**config.mk**
```make
export PLATFORM = sky130hd
export DESIGN_NAME = gpint_ctrl
export DESIGN_NICKNAME = d
export VERILOG_FILES = /design/src/rtl/gpint_pkg.sv /design/src/rtl/gpint_detect.sv /design/src/rtl/gpint_group.sv /design/src/rtl/gpint_ctrl.sv
export SDC_FILE = /design/constraint.sdc
export NUM_CORES = 1
export LEC_CHECK = 0
export BUFFER_PORTS_ARGS = -buffer_cell sky130_fd_sc_hd__buf_2
export CAP_MARGIN = 10
export CORE_UTILIZATION = 57
export CTS_CLUSTER_DIAMETER = 120
export DETAILED_ROUTE_END_ITERATION = 10
export GPL_TIMING_DRIVEN = 0
export PLACE_DENSITY_LB_ADDON = 0.2
export SYNTH_ARGS = -nofsm -noshare
export SYNTH_HDL_FRONTEND = slang
export SYNTH_SLANG_ARGS = --single-unit
```
**constraint.sdc**
```tcl
create_clock -name clk -period 2 [get_ports clk]
set_clock_uncertainty 0.15 [all_clocks]
set_input_delay 0.1 -clock clk [delete_from_list [all_inputs] [get_ports clk]]
set_output_delay 0.1 -clock clk [all_outputs]
set_load 0.05 [all_outputs]
```
**src/rtl/gpint_pkg.sv**
```systemverilog
package gpint_pkg;

    localparam int LINES_PER_GRP = 8;
    localparam int FIELD_W       = 4;
    localparam int CODE_W        = 3;
    localparam int REG_W         = 32;

    localparam logic [11:0] TRIG_BANK = 12'h700;
    localparam logic [11:0] MASK_BANK = 12'h900;
    localparam logic [11:0] PEND_BANK = 12'hA00;
    localparam int          GRP_STRIDE = 4;

    typedef enum logic [CODE_W-1:0] {
        TRIG_LOW  = 3'd0,
        TRIG_HIGH = 3'd1,
        TRIG_FALL = 3'd2,
        TRIG_RISE = 3'd3,
        TRIG_BOTH = 3'd4
    } trig_e;

    // Bits of a trigger word that hold a code; the spare top bit of each field stays 0.
    function automatic logic [REG_W-1:0] code_keep_mask(input int lines);
        logic [REG_W-1:0] m;
        m = '0;
        for (int n = 0; n < lines; n++) begin
            m[n*FIELD_W +: CODE_W] = '1;
        end
        return m;
    endfunction

endpackage

```
**src/rtl/gpint_detect.sv**
```systemverilog
module gpint_detect
    import gpint_pkg::*;
(
    input  logic [CODE_W-1:0] code,
    input  logic              cur,
    input  logic              prev,
    output logic              hit
);

    always_comb begin
        case (code)
            TRIG_LOW:  hit = ~cur;
            TRIG_HIGH: hit = cur;
            TRIG_FALL: hit = prev & ~cur;
            TRIG_RISE: hit = ~prev & cur;
            TRIG_BOTH: hit = prev ^ cur;
            default:   hit = 1'b0;
        endcase
    end

endmodule

```
**src/rtl/gpint_group.sv**
```systemverilog
module gpint_group
    import gpint_pkg::*;
#(
    parameter int LINES = LINES_PER_GRP
) (
    input  logic                 clk,
    input  logic                 rst_n,
    input  logic                 trig_we,
    input  logic                 mask_we,
    input  logic                 pend_we,
    input  logic [REG_W-1:0]     wdata,
    input  logic [LINES-1:0]     cur,
    input  logic [LINES-1:0]     prev,
    output logic [REG_W-1:0]     trig_q_o,
    output logic [LINES-1:0]     mask_q_o,
    output logic [LINES-1:0]     pend_q_o,
    output logic                 req
);

    localparam int TRIG_W = LINES * FIELD_W;
    localparam logic [REG_W-1:0] KEEP = code_keep_mask(LINES);

    typedef struct packed {
        logic [REG_W-1:0] trig;
        logic [LINES-1:0] mask;
        logic [LINES-1:0] pend;
    } grp_state_t;

    grp_state_t st_d, st_q;
    logic [LINES-1:0] hit;
    logic [LINES-1:0] clr;

    generate
        for (genvar i = 0; i < LINES; i++) begin : g_line
            gpint_detect u_det (
                .code (st_q.trig[i*FIELD_W +: CODE_W]),
                .cur  (cur[i]),
                .prev (prev[i]),
                .hit  (hit[i])
            );
        end
    endgenerate

    always_comb begin
        st_d = st_q;
        clr  = pend_we ? wdata[LINES-1:0] : '0;
        if (trig_we) st_d.trig = wdata & KEEP;
        if (mask_we) st_d.mask = wdata[LINES-1:0];
        st_d.pend = (st_q.pend & ~clr) | hit;
    end

    always_ff @(posedge clk or negedge rst_n) begin
        if (!rst_n) begin
            st_q.trig <= '0;
            st_q.mask <= '1;
            st_q.pend <= '0;
        end else begin
            st_q <= st_d;
        end
    end

    assign trig_q_o = st_q.trig;
    assign mask_q_o = st_q.mask;
    assign pend_q_o = st_q.pend;
    assign req      = |(st_q.pend & ~st_q.mask);

    generate
        for (genvar i = 0; i < LINES; i++) begin : g_chk

            trig_wins_chk: assert property (@(posedge clk) disable iff (!rst_n)
                hit[i] |=> st_q.pend[i]);

            pend_sticky_chk: assert property (@(posedge clk) disable iff (!rst_n)
                (st_q.pend[i] && !(pend_we && wdata[i])) |=> st_q.pend[i]);

            spare_code_chk: assert property (@(posedge clk) disable iff (!rst_n)
                (st_q.trig[i*FIELD_W +: CODE_W] >= 3'd5 && !st_q.pend[i]) |=> !st_q.pend[i]);

            rise_only_chk: assert property (@(posedge clk) disable iff (!rst_n)
                (st_q.trig[i*FIELD_W +: CODE_W] == TRIG_RISE && !(cur[i] && !prev[i])
                 && !st_q.pend[i]) |=> !st_q.pend[i]);
        end
    endgenerate

    if (TRIG_W > REG_W) begin : g_bad_width
        initial $error("trigger word wider than register");
    end

endmodule

```
**src/rtl/gpint_ctrl.sv**
```systemverilog
module gpint_ctrl
    import gpint_pkg::*;
#(
    parameter int NUM_GROUPS = 4,
    parameter int ADDR_W     = 12
) (
    input  logic                              clk,
    input  logic                              rst_n,
    input  logic [ADDR_W-1:0]                 reg_addr,
    input  logic [REG_W-1:0]                  reg_wdata,
    input  logic                              reg_we,
    output logic [REG_W-1:0]                  reg_rdata,
    input  logic [NUM_GROUPS*LINES_PER_GRP-1:0] gpio_in,
    output logic                              irq_out
);

    localparam int NLINES = NUM_GROUPS * LINES_PER_GRP;

    typedef struct packed {
        logic [NLINES-1:0] prev;
    } top_state_t;

    top_state_t st_d, st_q;

    logic [REG_W-1:0]         grp_trig [NUM_GROUPS];
    logic [LINES_PER_GRP-1:0] grp_mask [NUM_GROUPS];
    logic [LINES_PER_GRP-1:0] grp_pend [NUM_GROUPS];
    logic [NUM_GROUPS-1:0]    sel_trig, sel_mask, sel_pend, grp_req;

    generate
        for (genvar g = 0; g < NUM_GROUPS; g++) begin : g_grp
            localparam logic [ADDR_W-1:0] A_TRIG = ADDR_W'(TRIG_BANK + g*GRP_STRIDE);
            localparam logic [ADDR_W-1:0] A_MASK = ADDR_W'(MASK_BANK + g*GRP_STRIDE);
            localparam logic [ADDR_W-1:0] A_PEND = ADDR_W'(PEND_BANK + g*GRP_STRIDE);

            assign sel_trig[g] = (reg_addr == A_TRIG);
            assign sel_mask[g] = (reg_addr == A_MASK);
            assign sel_pend[g] = (reg_addr == A_PEND);

            gpint_group #(.LINES(LINES_PER_GRP)) u_grp (
                .clk      (clk),
                .rst_n    (rst_n),
                .trig_we  (reg_we & sel_trig[g]),
                .mask_we  (reg_we & sel_mask[g]),
                .pend_we  (reg_we & sel_pend[g]),
                .wdata    (reg_wdata),
                .cur      (gpio_in[g*LINES_PER_GRP +: LINES_PER_GRP]),
                .prev     (st_q.prev[g*LINES_PER_GRP +: LINES_PER_GRP]),
                .trig_q_o (grp_trig[g]),
                .mask_q_o (grp_mask[g]),
                .pend_q_o (grp_pend[g]),
                .req      (grp_req[g])
            );
        end
    endgenerate

    always_comb begin
        st_d.prev = gpio_in;
    end

    always_ff @(posedge clk or negedge rst_n) begin
        if (!rst_n) st_q <= '0;
        else        st_q <= st_d;
    end

    always_comb begin
        reg_rdata = '0;
        for (int g = 0; g < NUM_GROUPS; g++) begin
            if (sel_trig[g]) reg_rdata = grp_trig[g];
            if (sel_mask[g]) reg_rdata = REG_W'(grp_mask[g]);
            if (sel_pend[g]) reg_rdata = REG_W'(grp_pend[g]);
        end
    end

    assign irq_out = |grp_req;

endmodule

```
# [After elaboration in Yosys (flattened, before gate mapping)]
# Cells that the tools add are included.
[op_classes] addsub=0 mul=0 div=0 order_cmp=0 eq_ne=140 shift=0 mux=48 bitwise_logic=192 n_reduce_logical=33
[op_table] cell="2-to-1 mux 32 bit" count=10
[op_table] cell="== test 3 x 2 -> 1 bit (second input constant)" count=64
[op_table] cell="one-hot mux 1 bit (5 select lines)" count=32
[op_table] cell="== test 12 bit (second input constant)" count=8
[op_table] cell="== test 3 x 1 -> 1 bit (second input constant)" count=32
[op_table] cell="== test 3 bit (second input constant)" count=32
[op_table] cell="zero test 3 bit" count=32
[op_table] cell="AND 1 bit" count=76
[op_table] cell="AND 8 bit" count=8
[op_table] cell="NOT 1 bit" count=64
[op_table] cell="NOT 8 bit" count=8
[op_table] cell="2-to-1 mux 31 bit" count=2
[op_table] cell="== test 12 x 11 -> 1 bit (second input constant)" count=4
[op_table] cell="2-to-1 mux 8 bit" count=4
[op_table] cell="OR 8 bit" count=4
[op_table] cell="OR reduction 32 bit" count=1
[op_table] cell="XOR 1 bit" count=32
[word_totals] reg_bits=192 latchBits=0 ram_bits=0 romBits=0 in_bits=79 out_inout_bits=33 word_cells=426 mem_count=0

# [Depth between registers and ports, before layout]
[logic_depth] word_depth=13 ltp_mapped=7 mapped_depth_nobuf=7

# [By module]
# From an unflattened synthesis, not the netlist that was laid out.
[hier_totals] cells_unflattened=1139 hier_area_um2=11927.7
[by_module_without_submodules] module="gpint_group" n_inst=4 cells_per_inst=115 area_per_inst_um2=1625.3 seq_area_each_um2=1011.0
[by_module_without_submodules] module="gpint_ctrl" n_inst=1 cells_per_inst=359 area_per_inst_um2=2904.0 seq_area_each_um2=800.8
[by_module_without_submodules] module="gpint_detect" n_inst=32 cells_per_inst=10 area_per_inst_um2=78.8 seq_area_each_um2=0.0

# [Worst setup path before layout]
# OpenSTA, ideal clock, no wires.
[synth_path] path_type="input -> output" from="input port reg_addr[11]" to="output port reg_rdata[18]" arrival_ns=3.295 required_time_ns=1.750 path_slack_ns=-1.545 stages=5 path_buffers=2 path_cell_list="and3b_1 -> buf_4 -> clkbuf_1 -> nand4_1 -> a2111oi_0"
[synth_between] elab_chain_len=13 word_cells_on_any_way=24 cone_classes="eq/ne (12); mux (12)"
[synth_rtl] item="from (decl)" line_no="gpint_ctrl.sv:9" source="input logic [ADDR_W-1:0] reg_addr,"
[synth_rtl] item="== test 12 x 11 -> 1 bit" line_no="gpint_ctrl.sv:36" source="assign sel_trig[g] = (reg_addr == A_TRIG);"
[synth_rtl] item="2-to-1 mux 31 bit" line_no="gpint_ctrl.sv:69" source="if (sel_trig[g]) reg_rdata = grp_trig[g];"
[synth_rtl] item="2-to-1 mux 31 bit" line_no="gpint_ctrl.sv:70" source="if (sel_mask[g]) reg_rdata = REG_W'(grp_mask[g]);"
[synth_rtl] item="2-to-1 mux 32 bit" line_no="gpint_ctrl.sv:71" source="if (sel_pend[g]) reg_rdata = REG_W'(grp_pend[g]);"
[synth_rtl] item="2-to-1 mux 32 bit" line_no="gpint_ctrl.sv:69"
[synth_rtl] item="2-to-1 mux 32 bit" line_no="gpint_ctrl.sv:70"
[synth_rtl] item="2-to-1 mux 32 bit" line_no="gpint_ctrl.sv:71"
[synth_rtl] item="2-to-1 mux 32 bit" line_no="gpint_ctrl.sv:69"
[synth_rtl] item="2-to-1 mux 32 bit" line_no="gpint_ctrl.sv:70"
[synth_rtl] item="2-to-1 mux 32 bit" line_no="gpint_ctrl.sv:71"
[synth_rtl] item="2-to-1 mux 32 bit" line_no="gpint_ctrl.sv:69"
[synth_rtl] item="2-to-1 mux 32 bit" line_no="gpint_ctrl.sv:70"
[synth_rtl] item="2-to-1 mux 32 bit (*)" line_no="gpint_ctrl.sv:71"
[synth_rtl] item="to (decl)" line_no="gpint_ctrl.sv:12" source="output logic [REG_W-1:0] reg_rdata,"
# Mark *: on every way between the ends. The rest lies on a longest branch, timed or not.

# [Worst setup path after layout]
[layout_path] from="register g_grp[0].u_grp.st_q (netlist bit g_grp[0].u_grp.pend_q_o[6])" to="output port reg_rdata[6]"
[layout_between] elab_chain_len=10
[layout_rtl] item="from (decl)" line_no="gpint_group.sv:29" source="grp_state_t st_d, st_q;"
[layout_rtl] item="from (signal assigned)" line_no="gpint_group.sv:58" source="st_q <= st_d;"
[layout_rtl] item="2-to-1 mux 32 bit" line_no="gpint_ctrl.sv:71"
[layout_rtl] item="2-to-1 mux 32 bit" line_no="gpint_ctrl.sv:69"
[layout_rtl] item="2-to-1 mux 32 bit" line_no="gpint_ctrl.sv:70"
[layout_rtl] item="2-to-1 mux 32 bit" line_no="gpint_ctrl.sv:71"
[layout_rtl] item="2-to-1 mux 32 bit" line_no="gpint_ctrl.sv:69"
[layout_rtl] item="2-to-1 mux 32 bit" line_no="gpint_ctrl.sv:70"
[layout_rtl] item="2-to-1 mux 32 bit" line_no="gpint_ctrl.sv:71"
[layout_rtl] item="2-to-1 mux 32 bit" line_no="gpint_ctrl.sv:69"
[layout_rtl] item="2-to-1 mux 32 bit" line_no="gpint_ctrl.sv:70"
[layout_rtl] item="2-to-1 mux 32 bit" line_no="gpint_ctrl.sv:71"
# Every way passes these cells.

==> results_dict.tcl <==
set metrics [dict create \
    place_ws_ps -868.3 \
    final_cell_area_um2 14420 \
    antenna_found_initial 0 \
    yosysTopAreaCellShare_pct 35.50 \
    fmax_ghz 0.4536 \
    setup-tns-final_ps -1171 \
    worstPathRequired_ps 1750 \
    cts_max_level 4 \
    syn_inst 1048 \
    routed-via-count 9363 \
    layout_min_cycle_time_ps 2205 \
    hold_depth 6 \
    r2r_start "st_q[29]" \
    criticalPathCategory "register to primary output" \
    hold_class "primary input to register" \
    synth_top_area_cell "dfrtp_1" \
    synth-compound-area-share_pct 14.03 \
    worstPathArrival_ps 1950 \
    grt_pass1_vias 9090 \
    synth_cell_types 65 \
    reg2reg_depth 6 \
    rrSetupSlack_ps 450 \
    cts_root_buf "clkbuf_16" \
    io_buffers 98 \
    ys_warn_count 0 \
    start_kind "register" \
    power.density_nw_per_um2 584.0 \
    dp_cells 1417 \
    syn_area_um2 11280 \
    tightest_slew_ps 855.6 \
    antenna_cells 0 \
    dpl_cell_area_um2 12200 \
    cp-end-kind "primary output" \
    nNetsFinal 1413 \
    fin_util_pct 74.32 \
    coreArea_um2 19400 \
    drtPass1Iterations 6 \
    yosys.area_share.xor_xnor_pct 1.165 \
    netlist_top_cells_count "160 x dfrtp_1, 125 x mux2_2, 110 x inv_1, 67 x nand2_1, 64 x ha_1" \
    cts_made_buffers 17 \
    ys.flop_type "dfrtp_1" \
    globalRouteOverflowTotal 0 \
    finalCritPeriodShare_pct 110.2 \
    gp_congestion 1.009 \
    die_w_um 142.7 \
    route.detailed.drc 0 \
    path_clk_slew_ps 80 \
    muxShareOfSynthArea_pct 18.03 \
    dp_hpwl_um 23340 \
    relSlewSlack_pct 42.53 \
    grt_use_total_pct 34.69 \
    num_rows 51 \
    ios 112 \
    grt_max_degree 102 \
    whs_endpoint "g_grp[2].u_grp.pend_q_o[2]" \
    max_cap_viol_count 0 \
    clockBufferDepth 2 \
    drive_gt1_share_pct 37.80 \
    seq_area_frac_synth_pct 42.95 \
    synth-simple-area-share_pct 10.75 \
    drtIter0Drc 891 \
    postRouteWirelength_um 34590 \
    setup_viol 10 \
    die_area_um2 20350 \
    viasPerCell 6.048 \
    outcome "finished, violations left" \
    grt_pass1_wl_um 51870 \
    p_leak_nw 6.872 \
    setup_ws_ps -204.7 \
    initial_core_util_pct 58.15 \
    rsz0062_at_grt "yes" \
    clock_latency_ps 450 \
    power.ir.vdd_worst_mv 0.6053 \
    synth-adder-area-share_pct 7.099 \
    ant_nets 0 \
    wl_per_cell_um 22.35 \
    areaGrowthSynthToFinish_pct 27.81 \
    rr_endpoint "g_grp[3].u_grp.pend_q_o[5]" \
    synthArstFlopShare_pct 100.0 \
    ys_ff_latch 192 \
    final_cells 1548 \
    finalHoldViolations 0 \
    cts_tree "built" \
    die_height_um 142.7 \
    min_from "reg_we" \
    synth_area_leaders "dfrtp_1 35%, mux2_2 12%, dfstp_2 7.5%, ha_1 7.1%, inv_1 3.7%" \
    violations "setup timing" \
    slew_violations 0 \
    syn_area_per_cell_um2 10.76 \
    synth_top_family_by_area "multiplexers" \
    synth.most_common_cell "dfrtp_1" \
    path_max_fanout 3 \
    synth_edf_count 0 \
    clkSinkCount 192 \
]
==> worst max path at each step <==
stage	startpoint	end	slack (ps)	cells past startpoint
5_1_grt	g_grp[2].u_grp.mask_q_o[1]	reg_rdata[1]	-230	6
4_1_cts	g_grp[2].u_grp.mask_q_o[4]	reg_rdata[4]	-190	6
2_1_floorplan	reg_addr[10]	reg_rdata[18]	-190	5
6_report	g_grp[0].u_grp.pend_q_o[6]	reg_rdata[6]	-200	5
3_3_place_gp	rst_n	st_q[29]	-2540	1
3_5_place_dp	reg_addr[9]	reg_rdata[10]	-870	8
==> layout by cell type (no fill, tap or decap), types with 11 or more instances in the layout <==
master | Yosys | final
ha_1 | 64 | 64
dfstp_2 | 32 | 32
buf_6 | 1 | 21
mux2i_1 | 31 | 31
a211oi_1 | 18 | 18
dlygate4sd3_1 | 0 | 59
mux4_2 | 12 | 12
mux2_2 | 125 | 125
nor2_1 | 53 | 49
buf_2 | 17 | 78
dfrtp_1 | 160 | 140
inv_1 | 110 | 110
a21o_1 | 13 | 13
o22ai_1 | 18 | 15
o21ai_0 | 45 | 32
buf_4 | 11 | 58
xnor2_1 | 11 | 11
o311ai_0 | 11 | 11
a21oi_1 | 49 | 41
and2_1 | 13 | 13
clkbuf_16 | 0 | 17
a31oi_1 | 15 | 13
dfrtp_2 | 0 | 20
nand2_1 | 67 | 64
nand3_1 | 12 | 11
nor2b_1 | 20 | 19
o211ai_1 | 13 | 13
==> kinds of logic after synthesis <==
| group | Yosys count |
|---|---|
| other | 1 |
| adder cells (fa/ha/maj) | 64 |
| flip-flops | 192 |
| AO/OA/AOI/OAI | 234 |
| buffers and inverters | 160 |
| multiplexers | 172 |
| AND/OR/NAND/NOR | 210 |
| XOR/XNOR | 15 |
==> repair_timing <==
item | 4_1_cts | 5_1_grt
endpoints found under the setup margin | 35 | 39
endpoints found under the hold margin | 226 | 0
setup buffers | 18 | 25
resized for setup | 118 | 71
hold buffers | 59 | 0
pin swaps | 24 | 8
==> power by group <==
group | switching (W) | internal (W) | leakage [nW] | total (W)
combinational | 0.000544 | 0.000359 | 4.28 | 0.000903
clock | 0.00175 | 0.00181 | 0.298 | 0.00356
sequential | 0.0000320 | 0.00393 | 2.29 | 0.00396
total | 0.00233 | 0.00609 | 6.87 | 0.00842
==> state kept, by name, summed over array words and instances (netlist names) <==
| name | flops |
|---|---|
| g_grp.u_grp.mask_q_o | 32 |
| st_q | 32 |
| g_grp.u_grp.pend_q_o | 32 |
| g_grp.u_grp.trig_q_o | 96 |
==> worst max-delay path: stages, from the launching register on <==
cell and delay [ps]:
dfrtp_2 460, o31ai_2 310, a2111oi_4 90, o31a_1 250, o22a_1 220, buf_6 180
==> layout make-up <==
type	instances	area, um2
Multi-Input combinational cell	701	6220
Clock inverter	15	197.7
Timing Repair Buffer	201	1619
Sequential cell	192	4870
Inverter	110	412.9
Buffer	47	340.3
Fill cell	1384	4982
Clock buffer	17	425.4
Tap cell	265	331.6
==> routing by layer <==
metal / vias up / track usage [%] / share of wire (%)
met4: 0 / 11.38 / 3.5
met5: - / 0 / 0
met2: 396 / 55.42 / 47
met3: 95 / 6.539 / 7.3
li1: 4201 / - / -
met1: 4671 / 47.67 / 42
==> per-stage QoR <==
step / hold slack [ps] / power, W
after floorplan: -345.6 / 0.004408
after global placement: 96.90 / 0.004724
after detailed placement: 52.32 / 0.004756
after CTS: 93.02 / 0.008410
after global routing: 141.3 / 0.008700
final: 97.23 / 0.008420
No activity file was read; power rests on OpenSTA's default activity.
